File: src/rtl/win_pkg.sv
package win_pkg;

  localparam int unsigned KIND_IO_BIT = 0;
  localparam int unsigned KIND_PF_BIT = 1;

  typedef enum logic [1:0] {
    WIN_MEM  = 2'd0,
    WIN_IO   = 2'd1,
    WIN_PREF = 2'd2
  } win_sel_e;

  // I/O outranks prefetchable, which outranks plain memory
  function automatic win_sel_e pick_window(input logic [1:0] kind);
    if (kind[KIND_IO_BIT])      return WIN_IO;
    else if (kind[KIND_PF_BIT]) return WIN_PREF;
    else                        return WIN_MEM;
  endfunction

endpackage

File: src/rtl/win_field_expand.sv
module win_field_expand #(
  parameter int unsigned ADDR_W  = 64,
  parameter int unsigned FLD_W   = 16,
  parameter int unsigned CAP_W   = 4,
  parameter int unsigned GRAN    = 20,
  parameter int unsigned EXT_W   = 32,
  parameter bit          HAS_EXT = 1'b0,
  parameter bit          PAD     = 1'b0
) (
  input  logic [FLD_W-1:0]  fld,
  input  logic [EXT_W-1:0]  ext,
  output logic [ADDR_W-1:0] addr
);

  localparam int unsigned CORE_W  = FLD_W - CAP_W;
  localparam int unsigned EXT_LSB = GRAN + CORE_W;

  logic unused_cap;
  assign unused_cap = ^fld[CAP_W-1:1];

  always_comb begin
    addr = '0;
    addr[GRAN-1:0] = {GRAN{PAD}};
    addr[GRAN +: CORE_W] = fld[FLD_W-1:CAP_W];
    if (HAS_EXT && fld[0]) begin
      addr[EXT_LSB +: EXT_W] = ext;
    end
  end

endmodule

File: src/rtl/win_range_check.sv
module win_range_check #(
  parameter int unsigned ADDR_W = 64
) (
  input  logic [ADDR_W-1:0] addr,
  input  logic [ADDR_W-1:0] base,
  input  logic [ADDR_W-1:0] limit,
  output logic              hit
);

  logic above_base;
  logic below_limit;

  assign above_base  = (addr >= base);
  assign below_limit = (addr <= limit);
  assign hit         = above_base && below_limit;

endmodule

File: src/rtl/win_stage.sv
module win_stage #(
  parameter int unsigned DATA_W = 8
) (
  input  logic              clk,
  input  logic              rst_n,
  input  logic              in_valid,
  output logic              in_ready,
  input  logic [DATA_W-1:0] in_data,
  output logic              out_valid,
  input  logic              out_ready,
  output logic [DATA_W-1:0] out_data
);

  logic take;

  assign in_ready = !out_valid || out_ready;
  assign take     = in_valid && in_ready;

  always_ff @(posedge clk or negedge rst_n) begin
    if (!rst_n) begin
      out_valid <= 1'b0;
    end else if (take) begin
      out_valid <= 1'b1;
    end else if (out_ready) begin
      out_valid <= 1'b0;
    end
  end

  always_ff @(posedge clk) begin
    if (take) begin
      out_data <= in_data;
    end
  end


  accept_then_valid_chk: assert property (@(posedge clk) disable iff (!rst_n)
    in_valid && in_ready |=> out_valid);


  stall_hold_chk: assert property (@(posedge clk) disable iff (!rst_n)
    out_valid && !out_ready |=> out_valid && $stable(out_data));

endmodule

File: src/rtl/win_decoder.sv
module win_decoder #(
  parameter int unsigned ADDR_W    = 64,
  parameter int unsigned CAP_W     = 4,
  parameter int unsigned IO_FLD_W  = 8,
  parameter int unsigned IO_EXT_W  = 16,
  parameter int unsigned IO_GRAN   = 12,
  parameter int unsigned MEM_FLD_W = 16,
  parameter int unsigned MEM_GRAN  = 20,
  parameter int unsigned PF_EXT_W  = 32
) (
  input  logic                 clk,
  input  logic                 rst_n,
  input  logic [IO_FLD_W-1:0]  io_base_fld,
  input  logic [IO_FLD_W-1:0]  io_limit_fld,
  input  logic [IO_EXT_W-1:0]  io_base_ext,
  input  logic [IO_EXT_W-1:0]  io_limit_ext,
  input  logic [MEM_FLD_W-1:0] mem_base_fld,
  input  logic [MEM_FLD_W-1:0] mem_limit_fld,
  input  logic [MEM_FLD_W-1:0] pf_base_fld,
  input  logic [MEM_FLD_W-1:0] pf_limit_fld,
  input  logic [PF_EXT_W-1:0]  pf_base_ext,
  input  logic [PF_EXT_W-1:0]  pf_limit_ext,
  input  logic                 req_valid,
  output logic                 req_ready,
  input  logic [ADDR_W-1:0]    req_addr,
  input  logic [1:0]           req_kind,
  output logic                 rsp_valid,
  input  logic                 rsp_ready,
  output logic [ADDR_W-1:0]    rsp_base,
  output logic [ADDR_W-1:0]    rsp_limit,
  output logic                 rsp_hit
);

  import win_pkg::*;

  localparam int unsigned NUM_ENDS = 2;
  localparam int unsigned PAY_W    = 2 * ADDR_W + 1;

  logic [IO_FLD_W-1:0]  io_fld  [NUM_ENDS];
  logic [IO_EXT_W-1:0]  io_ext  [NUM_ENDS];
  logic [MEM_FLD_W-1:0] mem_fld [NUM_ENDS];
  logic [MEM_FLD_W-1:0] pf_fld  [NUM_ENDS];
  logic [PF_EXT_W-1:0]  pf_ext  [NUM_ENDS];
  logic [0:0]           no_ext;

  logic [ADDR_W-1:0] io_end  [NUM_ENDS];
  logic [ADDR_W-1:0] mem_end [NUM_ENDS];
  logic [ADDR_W-1:0] pf_end  [NUM_ENDS];

  assign io_fld[0]  = io_base_fld;
  assign io_fld[1]  = io_limit_fld;
  assign io_ext[0]  = io_base_ext;
  assign io_ext[1]  = io_limit_ext;
  assign mem_fld[0] = mem_base_fld;
  assign mem_fld[1] = mem_limit_fld;
  assign pf_fld[0]  = pf_base_fld;
  assign pf_fld[1]  = pf_limit_fld;
  assign pf_ext[0]  = pf_base_ext;
  assign pf_ext[1]  = pf_limit_ext;
  assign no_ext     = 1'b0;

  // end 0 is the base, end 1 the limit (padded with ones)
  for (genvar e = 0; e < NUM_ENDS; e++) begin : g_end
    win_field_expand #(
      .ADDR_W(ADDR_W), .FLD_W(IO_FLD_W), .CAP_W(CAP_W), .GRAN(IO_GRAN),
      .EXT_W(IO_EXT_W), .HAS_EXT(1'b1), .PAD(e == 1)
    ) u_io (
      .fld(io_fld[e]), .ext(io_ext[e]), .addr(io_end[e])
    );

    win_field_expand #(
      .ADDR_W(ADDR_W), .FLD_W(MEM_FLD_W), .CAP_W(CAP_W), .GRAN(MEM_GRAN),
      .EXT_W(1), .HAS_EXT(1'b0), .PAD(e == 1)
    ) u_mem (
      .fld(mem_fld[e]), .ext(no_ext), .addr(mem_end[e])
    );

    win_field_expand #(
      .ADDR_W(ADDR_W), .FLD_W(MEM_FLD_W), .CAP_W(CAP_W), .GRAN(MEM_GRAN),
      .EXT_W(PF_EXT_W), .HAS_EXT(1'b1), .PAD(e == 1)
    ) u_pf (
      .fld(pf_fld[e]), .ext(pf_ext[e]), .addr(pf_end[e])
    );
  end

  win_sel_e          sel;
  logic [ADDR_W-1:0] sel_base;
  logic [ADDR_W-1:0] sel_limit;
  logic              sel_hit;

  assign sel = pick_window(req_kind);

  always_comb begin
    unique case (sel)
      WIN_IO: begin
        sel_base  = io_end[0];
        sel_limit = io_end[1];
      end
      WIN_PREF: begin
        sel_base  = pf_end[0];
        sel_limit = pf_end[1];
      end
      default: begin
        sel_base  = mem_end[0];
        sel_limit = mem_end[1];
      end
    endcase
  end

  win_range_check #(.ADDR_W(ADDR_W)) u_cmp (
    .addr(req_addr), .base(sel_base), .limit(sel_limit), .hit(sel_hit)
  );

  logic [PAY_W-1:0] pay_in;
  logic [PAY_W-1:0] pay_out;

  assign pay_in = {sel_base, sel_limit, sel_hit};

  win_stage #(.DATA_W(PAY_W)) u_stage (
    .clk(clk), .rst_n(rst_n),
    .in_valid(req_valid), .in_ready(req_ready), .in_data(pay_in),
    .out_valid(rsp_valid), .out_ready(rsp_ready), .out_data(pay_out)
  );

  assign {rsp_base, rsp_limit, rsp_hit} = pay_out;


  hit_needs_window_chk: assert property (@(posedge clk) disable iff (!rst_n)
    rsp_valid && rsp_hit |-> rsp_base <= rsp_limit);


  limit_pad_chk: assert property (@(posedge clk) disable iff (!rst_n)
    rsp_valid |-> &rsp_limit[IO_GRAN-1:0]);


  base_low_zero_chk: assert property (@(posedge clk) disable iff (!rst_n)
    rsp_valid |-> rsp_base[IO_GRAN-1:0] == '0);

endmodule

File: config.mk
export PLATFORM = sky130hd
export DESIGN_NAME = win_decoder
export DESIGN_NICKNAME = d
export VERILOG_FILES = /design/src/rtl/win_pkg.sv /design/src/rtl/win_field_expand.sv /design/src/rtl/win_range_check.sv /design/src/rtl/win_stage.sv /design/src/rtl/win_decoder.sv
export SDC_FILE = /design/constraint.sdc
export NUM_CORES = 1
export LEC_CHECK = 0
export ABC_CLOCK_PERIOD_IN_PS = 2800
export BUFFER_PORTS_ARGS = -buffer_cell sky130_fd_sc_hd__buf_4
export CORE_MARGIN = 2
export CORE_UTILIZATION = 40
export DETAILED_ROUTE_END_ITERATION = 12
export GPL_ROUTABILITY_DRIVEN = 0
export PLACE_DENSITY_LB_ADDON = 0.15
export SETUP_SLACK_MARGIN = 0.2
export SYNTH_ARGS = -nofsm -noshare
export SYNTH_HDL_FRONTEND = slang
export SYNTH_HIERARCHICAL = 1
export SYNTH_SLANG_ARGS = --single-unit
File: constraint.sdc
create_clock -name clk -period 2.8 [get_ports clk]
set_clock_uncertainty 0.2 [all_clocks]
set_input_delay 0.14 -clock clk [delete_from_list [all_inputs] [get_ports clk]]
set_output_delay 0.14 -clock clk [all_outputs]
set_load 0.005 [all_outputs]
==> load_flow_metrics.sql, run 1 <==
INSERT INTO impl_metrics (metric_group, metric, value, unit) VALUES
('floorplan', 'die_h', '183', 'µm'),
('placement', 'dpl-instance-area', '0.0154', 'mm²'),
('routing', 'detail_route.vias_per_cell', '4.35', ''),
('worst_setup_path', 'worst_path_max_delay_cell', 'sky130_fd_sc_hd__or4_4', ''),
('worst_setup_path', 'crit_path_end_kind', 'register', ''),
('synthesis', 'postSynthAreaPerCell', '9.11', 'µm²'),
('floorplan', 'initial_utilization', '40.7', '%'),
('floorplan', 'die_w', '183', 'µm'),
('cts', 'clock_latency', '0.42', 'ns'),
('grt', 'grt_start_max_net_pins', '56', ''),
('cts', 'cts_max_path_buffers', '2', ''),
('sta', 'final-max-slew-violation-count', '0', ''),
('cts', 'clock_tree.htree_level_count', '4', ''),
('worst_setup_path', 'cp-start-kind', 'input port', ''),
('power_and_ir_drop', 'netSwitchingPower', '0.00184', 'W'),
('layout', 'layout.cells.non_filler', '2252', ''),
('grt', 'gr-total-overflow', '0', ''),
('placement', 'placement.io_buffers', '356', ''),
('worst_setup_path', 'critical_path.max_fanout', '7', ''),
('worst_setup_path', 'longest_individual_stage_delay_on_the_worst_path', '0.56', 'ns'),
('worst_setup_path', 'arrival_time_of_data_at_the_critical_path_endpoint', '2.80', 'ns'),
('floorplan', 'ios', '377', ''),
('placement', 'dp.cells', '2170', ''),
('sta', 'whs', '0.0183', 'ns'),
('synthesis', 'netlist_instances', '1410', ''),
('job', 'timing.max_cap.violations', '0', ''),
('routing', 'dr.first_iter.drc_count', '423', ''),
('sta', 'relSlewSlack', '63.4', '%'),
('power_and_ir_drop', 'p_int', '0.00484', 'W'),
('sta', 'report.final.setup_viol', '0', ''),
('cts', 'clock_tree_from_tritoncts', 'yes', ''),
('layout', 'fillers', '2949', ''),
('grt', 'vias_in_the_first_global_route', '9737', ''),
('floorplan', 'placementRows', '65', ''),
('worst_setup_path', 'path_buf_inv', '5', ''),
('grt', 'grtUsageTotal', '19.6', '%'),
('routing', 'drt_first_pass_iters', '5', ''),
('synthesis', 'synth.cell_area', '0.0128', 'mm²'),
('cts', 'ctsRootBufferMaster', 'sky130_fd_sc_hd__clkbuf_16', ''),
('power_and_ir_drop', 'ir_drop', '393', 'µV'),
('layout', 'area.growth.synth_to_final', '28.8', '%'),
('power_and_ir_drop', 'pwr-share-seq', '35.4', '%'),
('sta', 'finalCritPeriodShare', '97.3', '%'),
('grt', 'grt_first_pass_wirelength', '50500', 'µm'),
('layout', 'design.final.nets', '2211', ''),
('layout', 'final_layout_size_suffix_gt1_share', '33.1', '%'),
('sta', 'fmaxAchievable', '367', 'MHz'),
('sta', 'tightest_slew', '0.535', 'ns'),
('floorplan', 'die_footprint', '0.0336', 'mm²'),
('layout', 'most_common_cell_after_layout_fill_and_taps_aside', 'sky130_fd_sc_hd__buf_4', ''),
('placement', 'dp.final_hpwl', '26600', 'µm'),
('worst_setup_path', 'crit_chain', 'buf_8, buf_12, buf_12, buf_4, mux2i_1, o21ai_2, inv_1, ha_1, nand4_1, or3_4, or4_4, or3_4, a32oi_2', ''),
('layout', 'number_of_antenna_repair_diodes', '0', ''),
('routing', 'finalWirelength', '33000', 'µm'),
('layout', 'layout_common_cells', 'sky130_fd_sc_hd__buf_4, sky130_fd_sc_hd__conb_1, sky130_fd_sc_hd__nand2_1', ''),
('cts', 'cts_inserted_buffers', '17', ''),
('cts', 'clkSlewWorstSetupHoldPaths', '0.06', 'ns'),
('worst_setup_path', 'cp_data_required_time', '2.87', 'ns'),
('grt', 'antenna_found_initial', '1', ''),
('power_and_ir_drop', 'power.combinational.fraction', '29.5', '%'),
('cts', 'clock_sink_count', '130', ''),
('routing', 'drcViolationCount', '0', ''),
('power_and_ir_drop', 'clock_power_share', '35.1', '%'),
('sta', 'period_needed', '2.73', 'ns'),
('routing', 'detail_route.wl_per_cell', '14.7', 'µm'),
('routing', 'vias', '9792', ''),
('status', 'status', 'finished clean', ''),
('worst_hold_path', 'tightest_hold_check_type', 'in2reg', ''),
('sta', 'rsz_0062_raised_after_global_routing', 'true', ''),
('power_and_ir_drop', 'sw_frac_of_total', '27.6', '%'),
('worst_setup_path', 'family_of_cells_with_the_greatest_summed_delay_on_the_critical_path', 'simple AND/OR/NAND/NOR gates', ''),
('sta', 'hold_viol_final', '0', ''),
('layout', 'final_core_utilization', '52.4', '%'),
('power_and_ir_drop', 'power.density', '403', 'mW/mm²'),
('synthesis', 'synth.yosys.warnings', '6', ''),
('floorplan', 'design.core.area', '0.0316', 'mm²'),
('routing', 'remaining_antenna_violation_count_after_routing', '0', ''),
('power_and_ir_drop', 'leakage_power_summed_over_all_cells', '8.19', 'nW'),
('layout', 'final_cell_area', '0.0165', 'mm²'),
('worst_setup_path', 'timing_worst_setup_path_type', 'in2reg', '');
-- state kept, by name (all words and copies together), names as in the netlist --
register	count
u_stage/out_valid	1
u_stage/out_data	129
-- final cells by class --
type	instances	area, µm²	area share, %
multi-input cells	1038	6830	41.3
clock inverters	15	171	1.04
well taps	402	503	3.04
flip-flops and latches	130	3900	23.6
clock buffers	17	425	2.57
inverters	128	480	2.90
repair buffers	522	4240	25.6
-- tightest hold or removal path: cells and delay by family --
kind            cells  cell delay, ns
buf+inv             2            0.19
compound gates      1            0.16
mux                 1            0.05
-- what timing repair did --
action / CTS / global route
endpoints found under the hold margin: 38 / 0
endpoints found under the setup margin: 1 / 1
pin swaps: 6 / 7
resized for setup: 7 / 10
gates cloned: 0 / 0
buffers inserted: 5 / 1
hold buffers: 44 / 0
-- through the flow --
stage          worst slack, ns  power, W  setup TNS [ns]
4_1_cts                 0.0735   0.00674               0
5_1_grt                -0.0454   0.00708         -0.0454
3_5_place_dp            -0.452   0.00428          -0.452
6_report                0.0748   0.00668               0
3_3_place_gp            -0.390   0.00425          -0.390
2_1_floorplan            0.129   0.00366               0
-- worst paths after layout --
path / startpoint / end / slack [ns] / cells past startpoint
setup / recovery: req_kind[1] / u_stage/out_data[0]$_DFFE_PP_ / 0.07 / 13
hold / removal: mem_base_fld[7] / u_stage/out_data[88]$_DFFE_PP_ / 0.02 / 4
setup reg to reg: u_stage/out_valid$_DFFE_PN0P_ / u_stage/out_data[72]$_DFFE_PP_ / 1.05 / 3
hold reg to reg: u_stage/out_valid$_DFFE_PN0P_ / u_stage/out_data[45]$_DFFE_PP_ / 0.73 / 2
max in group asynchronous: rst_n / u_stage/out_valid$_DFFE_PN0P_ / 1.93 / 3
min in group asynchronous: rst_n / u_stage/out_valid$_DFFE_PN0P_ / 0.37 / 3
-- power groups by stage --
stage	clock network (W)	registers (W)	logic, W
after floorplan	0	0.00241	0.00125
after detailed placement	0	0.00240	0.00187
final	0.00234	0.00236	0.00197
after CTS	0.00241	0.00237	0.00197
after global routing	0.00249	0.00238	0.00221
after global placement	0	0.00241	0.00184
-- routing by layer --
| layer | vias to the layer above | part of all wire (%) | global-route usage [%] | wire length (µm) |
|---|---|---|---|---|
| met5 | - | 0 | 0 | 0 |
| met3 | 32 | 6.8 | 5.08 | 2230 |
| met1 | 4332 | 43 | 23.4 | 14100 |
| li1 | 5146 | - | - | - |
| met4 | 0 | 1.9 | 5.86 | 623 |
| met2 | 282 | 49 | 34.7 | 16100 |
No activity file was read; power rests on OpenSTA's default activity.
==> inputs of run 2 (changes only) <==
--- a/config.mk
+++ b/config.mk
@@ -8,10 +8,11 @@
 export ABC_CLOCK_PERIOD_IN_PS = 2800
 export BUFFER_PORTS_ARGS = -buffer_cell sky130_fd_sc_hd__buf_4
 export CORE_MARGIN = 2
-export CORE_UTILIZATION = 40
+export CORE_UTILIZATION = 45
 export DETAILED_ROUTE_END_ITERATION = 12
 export GPL_ROUTABILITY_DRIVEN = 0
 export PLACE_DENSITY_LB_ADDON = 0.15
+export REMOVE_ABC_BUFFERS = 1
 export SETUP_SLACK_MARGIN = 0.2
 export SYNTH_ARGS = -nofsm -noshare
 export SYNTH_HDL_FRONTEND = slang
==> run 2 against run 1 <==
  * Sequential power is essentially flat
  * Die area is 11% lower
  * Largest cell class unchanged
  * Core utilization increased by 7.2 points
==> load_flow_metrics.sql, run 2 (same netlist as run 1, synthesis figures left out) <==
INSERT INTO impl_metrics (metric_group, metric, value, unit) VALUES
('status', 'status', 'finished clean', ''),
('routing', 'drcViolationCount', '0', ''),
('sta', 'rsz_0062_raised_after_global_routing', 'true', ''),
('layout', 'ff_latch_area', '0.00390', 'mm²'),
('worst_setup_path', 'critical_path.max_fanout', '6', ''),
('layout', 'layout_common_cells', 'sky130_fd_sc_hd__buf_4, sky130_fd_sc_hd__conb_1, sky130_fd_sc_hd__nand2_1', ''),
('worst_hold_path', 'timing.hold.worst.start', 'io_base_ext[2]', ''),
('sta', 'report.final.setup_viol', '0', ''),
('worst_hold_path', 'min_to', 'u_stage/out_data[83]$_DFFE_PP_', ''),
('floorplan', 'die_footprint', '0.0299', 'mm²'),
('cts', 'clkSlewWorstSetupHoldPaths', '0.06', 'ns'),
('job', 'timing.max_cap.violations', '0', ''),
('grt', 'grt_start_max_net_pins', '69', ''),
('sta', 'final-max-slew-violation-count', '0', ''),
('cts', 'cts_max_path_buffers', '2', ''),
('layout', 'area.growth.synth_to_final', '29.6', '%'),
('sta', 'period_needed', '2.72', 'ns'),
('cts', 'clock_tree_from_tritoncts', 'yes', ''),
('worst_hold_path', 'tightest_hold_check_type', 'in2reg', ''),
('worst_setup_path', 'rrSetupSlack', '1.18', 'ns'),
('sta', 'tightest_slew', '0.701', 'ns'),
('worst_setup_path', 'rr_worst_depth', '3', ''),
('grt', 'grt_first_pass_wirelength', '51900', 'µm'),
('sta', 'setup_slack', '0.0774', 'ns'),
('sta', 'hold_viol_final', '0', ''),
('grt', 'antenna_found_initial', '1', ''),
('cts', 'clock_sink_count', '130', ''),
('layout', 'design.final.nets', '2216', ''),
('grt', 'use_met1', '26.9', '%'),
('power_and_ir_drop', 'pwr-share-seq', '34.8', '%'),
('floorplan', 'initial_utilization', '46.0', '%'),
('grt', 'gr-total-overflow', '0', ''),
('grt', 'vias_in_the_first_global_route', '10000', ''),
('power_and_ir_drop', 'power.density', '408', 'mW/mm²'),
('routing', 'finalWirelength', '33400', 'µm'),
('cts', 'cts_inserted_buffers', '17', ''),
('sta', 'relSlewSlack', '52.1', '%'),
('layout', 'largest_register_ff_count', '129', ''),
('power_and_ir_drop', 'power.combinational.fraction', '29.3', '%'),
('cts', 'clock_tree.htree_level_count', '4', ''),
('cts', 'ctsRootBufferMaster', 'sky130_fd_sc_hd__clkbuf_16', ''),
('worst_setup_path', 'endpoint_of_the_most_critical_register_to_register_path', 'u_stage/out_data[10]$_DFFE_PP_', ''),
('placement', 'dp.final_hpwl', '26200', 'µm'),
('floorplan', 'ios', '377', ''),
('floorplan', 'die_h', '173', 'µm'),
('routing', 'remaining_antenna_violation_count_after_routing', '0', ''),
('floorplan', 'design.core.area', '0.0279', 'mm²'),
('worst_hold_path', 'hold_path_depth', '4', ''),
('layout', 'top_register', 'u_stage/out_data', ''),
('grt', 'grt-busiest-layer', 'met2', ''),
('layout', 'most_common_cell_after_layout_fill_and_taps_aside', 'sky130_fd_sc_hd__buf_4', ''),
('sta', 'fmaxAchievable', '367', 'MHz'),
('layout', 'largestRegisters', 'u_stage/out_data (129), u_stage/out_valid (1)', ''),
('worst_setup_path', 'cp-start-kind', 'input port', ''),
('floorplan', 'placementRows', '61', ''),
('layout', 'multi_input_area', '0.00685', 'mm²'),
('routing', 'dr.first_iter.drc_count', '534', ''),
('layout', 'number_of_antenna_repair_diodes', '0', ''),
('layout', 'fillers', '2523', ''),
('power_and_ir_drop', 'ir_drop', '304', 'µV'),
('floorplan', 'die_w', '173', 'µm'),
('power_and_ir_drop', 'clock_power_share', '35.9', '%'),
('layout', 'final_core_utilization', '59.6', '%'),
('power_and_ir_drop', 'p_int', '0.00487', 'W'),
('power_and_ir_drop', 'sw_frac_of_total', '28.3', '%'),
('worst_setup_path', 'critical_path.reg2reg.startpoint', 'u_stage/out_valid$_DFFE_PN0P_', ''),
('worst_setup_path', 'cp_data_required_time', '2.86', 'ns'),
('cts', 'clock_latency', '0.42', 'ns'),
('worst_setup_path', 'timing_worst_setup_path_type', 'in2reg', ''),
('worst_setup_path', 'arrival_time_of_data_at_the_critical_path_endpoint', '2.78', 'ns'),
('grt', 'grtUsageTotal', '21.9', '%'),
('placement', 'preCtsSetupSlack', '-0.640', 'ns'),
('routing', 'detail_route.vias_per_cell', '4.48', ''),
('routing', 'drt_first_pass_iters', '5', ''),
('routing', 'vias', '10000', ''),
('layout', 'final_layout_size_suffix_gt1_share', '34.0', '%'),
('placement', 'placement.io_buffers', '356', ''),
('grt', 'groute.layer.met3.usage', '6.00', '%'),
('power_and_ir_drop', 'netSwitchingPower', '0.00192', 'W'),
('worst_setup_path', 'crit_path_end_kind', 'register', ''),
('power_and_ir_drop', 'leakage_power_summed_over_all_cells', '8.25', 'nW'),
('grt', 'groute.layer.met2.usage', '37.6', '%'),
('routing', 'detail_route.wl_per_cell', '15.0', 'µm'),
('sta', 'finalCritPeriodShare', '97.2', '%');
-- run 2: cell type report --
cell class / count / share of cell area [%]
Multi-Input combinational cell: 1038 / 41.2
Tap cell: 378 / 2.84
Inverter: 128 / 2.88
Timing Repair Buffer: 527 / 26.0
Clock inverter: 12 / 1.10
Clock buffer: 19 / 2.60
Sequential cell: 130 / 23.4
-- run 2: per-layer routing --
layer	vias to the layer above	part of all wire [%]	wire length (µm)
li1	5168	-	-
met1	4469	42	14100
met2	329	48	16100
met3	42	7.6	2530
met4	2	2.1	686
met5	-	0.039	13
-- run 2: worst max path at each step --
stage	start	end	slack [ns]
3_3_place_gp	req_kind[0]	u_stage/out_data[0]$_DFFE_PP_	-0.63
6_report	req_kind[1]	u_stage/out_data[0]$_DFFE_PP_	0.08
2_1_floorplan	pf_limit_ext[3]	u_stage/out_data[0]$_DFFE_PP_	0.18
5_1_grt	pf_limit_fld[0]	u_stage/out_data[0]$_DFFE_PP_	-0.009
3_5_place_dp	req_kind[0]	u_stage/out_data[0]$_DFFE_PP_	-0.64
4_1_cts	pf_limit_fld[0]	u_stage/out_data[0]$_DFFE_PP_	0.10
-- run 2: critical path, stage by stage --
cell	delay, ns
sky130_fd_sc_hd__buf_8	0.13
sky130_fd_sc_hd__buf_12	0.15
sky130_fd_sc_hd__mux2i_1	0.12
sky130_fd_sc_hd__o21ai_2	0.15
sky130_fd_sc_hd__inv_1	0.07
sky130_fd_sc_hd__ha_1	0.31
sky130_fd_sc_hd__nand4_1	0.16
sky130_fd_sc_hd__or3_4	0.43
sky130_fd_sc_hd__or4_4	0.54
sky130_fd_sc_hd__or3_1	0.38
sky130_fd_sc_hd__a32oi_1	0.18
-- run 2: power groups by stage --
| stage | clock [W] | combinational (W) | sequential, W |
|---|---|---|---|
| finish | 0.00244 | 0.00199 | 0.00237 |
| detailed placement | 0 | 0.00183 | 0.00241 |
| floorplan | 0 | 0.000807 | 0.00241 |
| CTS | 0.00249 | 0.00194 | 0.00237 |
| global placement | 0 | 0.00180 | 0.00241 |
| global route | 0.00257 | 0.00222 | 0.00238 |
-- run 2: through the flow --
stage / setup TNS (ns) / hold WS [ns] / std cells / power [W] / cell area, µm²
2_1_floorplan: 0 / -0.356 / 1296 / 0.00322 / 11100
3_3_place_gp: -0.630 / -0.284 / 2145 / 0.00420 / 15200
3_5_place_dp: -0.640 / -0.283 / 2145 / 0.00423 / 15200
4_1_cts: 0 / 0.0154 / 2223 / 0.00679 / 16400
5_1_grt: -0.00922 / 0.0370 / 2232 / 0.00717 / 16700
6_report: 0 / 0.0351 / 2232 / 0.00679 / 16700
-- run 2: repair_timing --
item,in CTS,in global routing
hold buffers,42,1
setup buffers,5,5
pin swaps,12,22
gates cloned,0,3
hold endpoints to repair,38,1
setup endpoints to repair,1,1
resized for setup,24,27
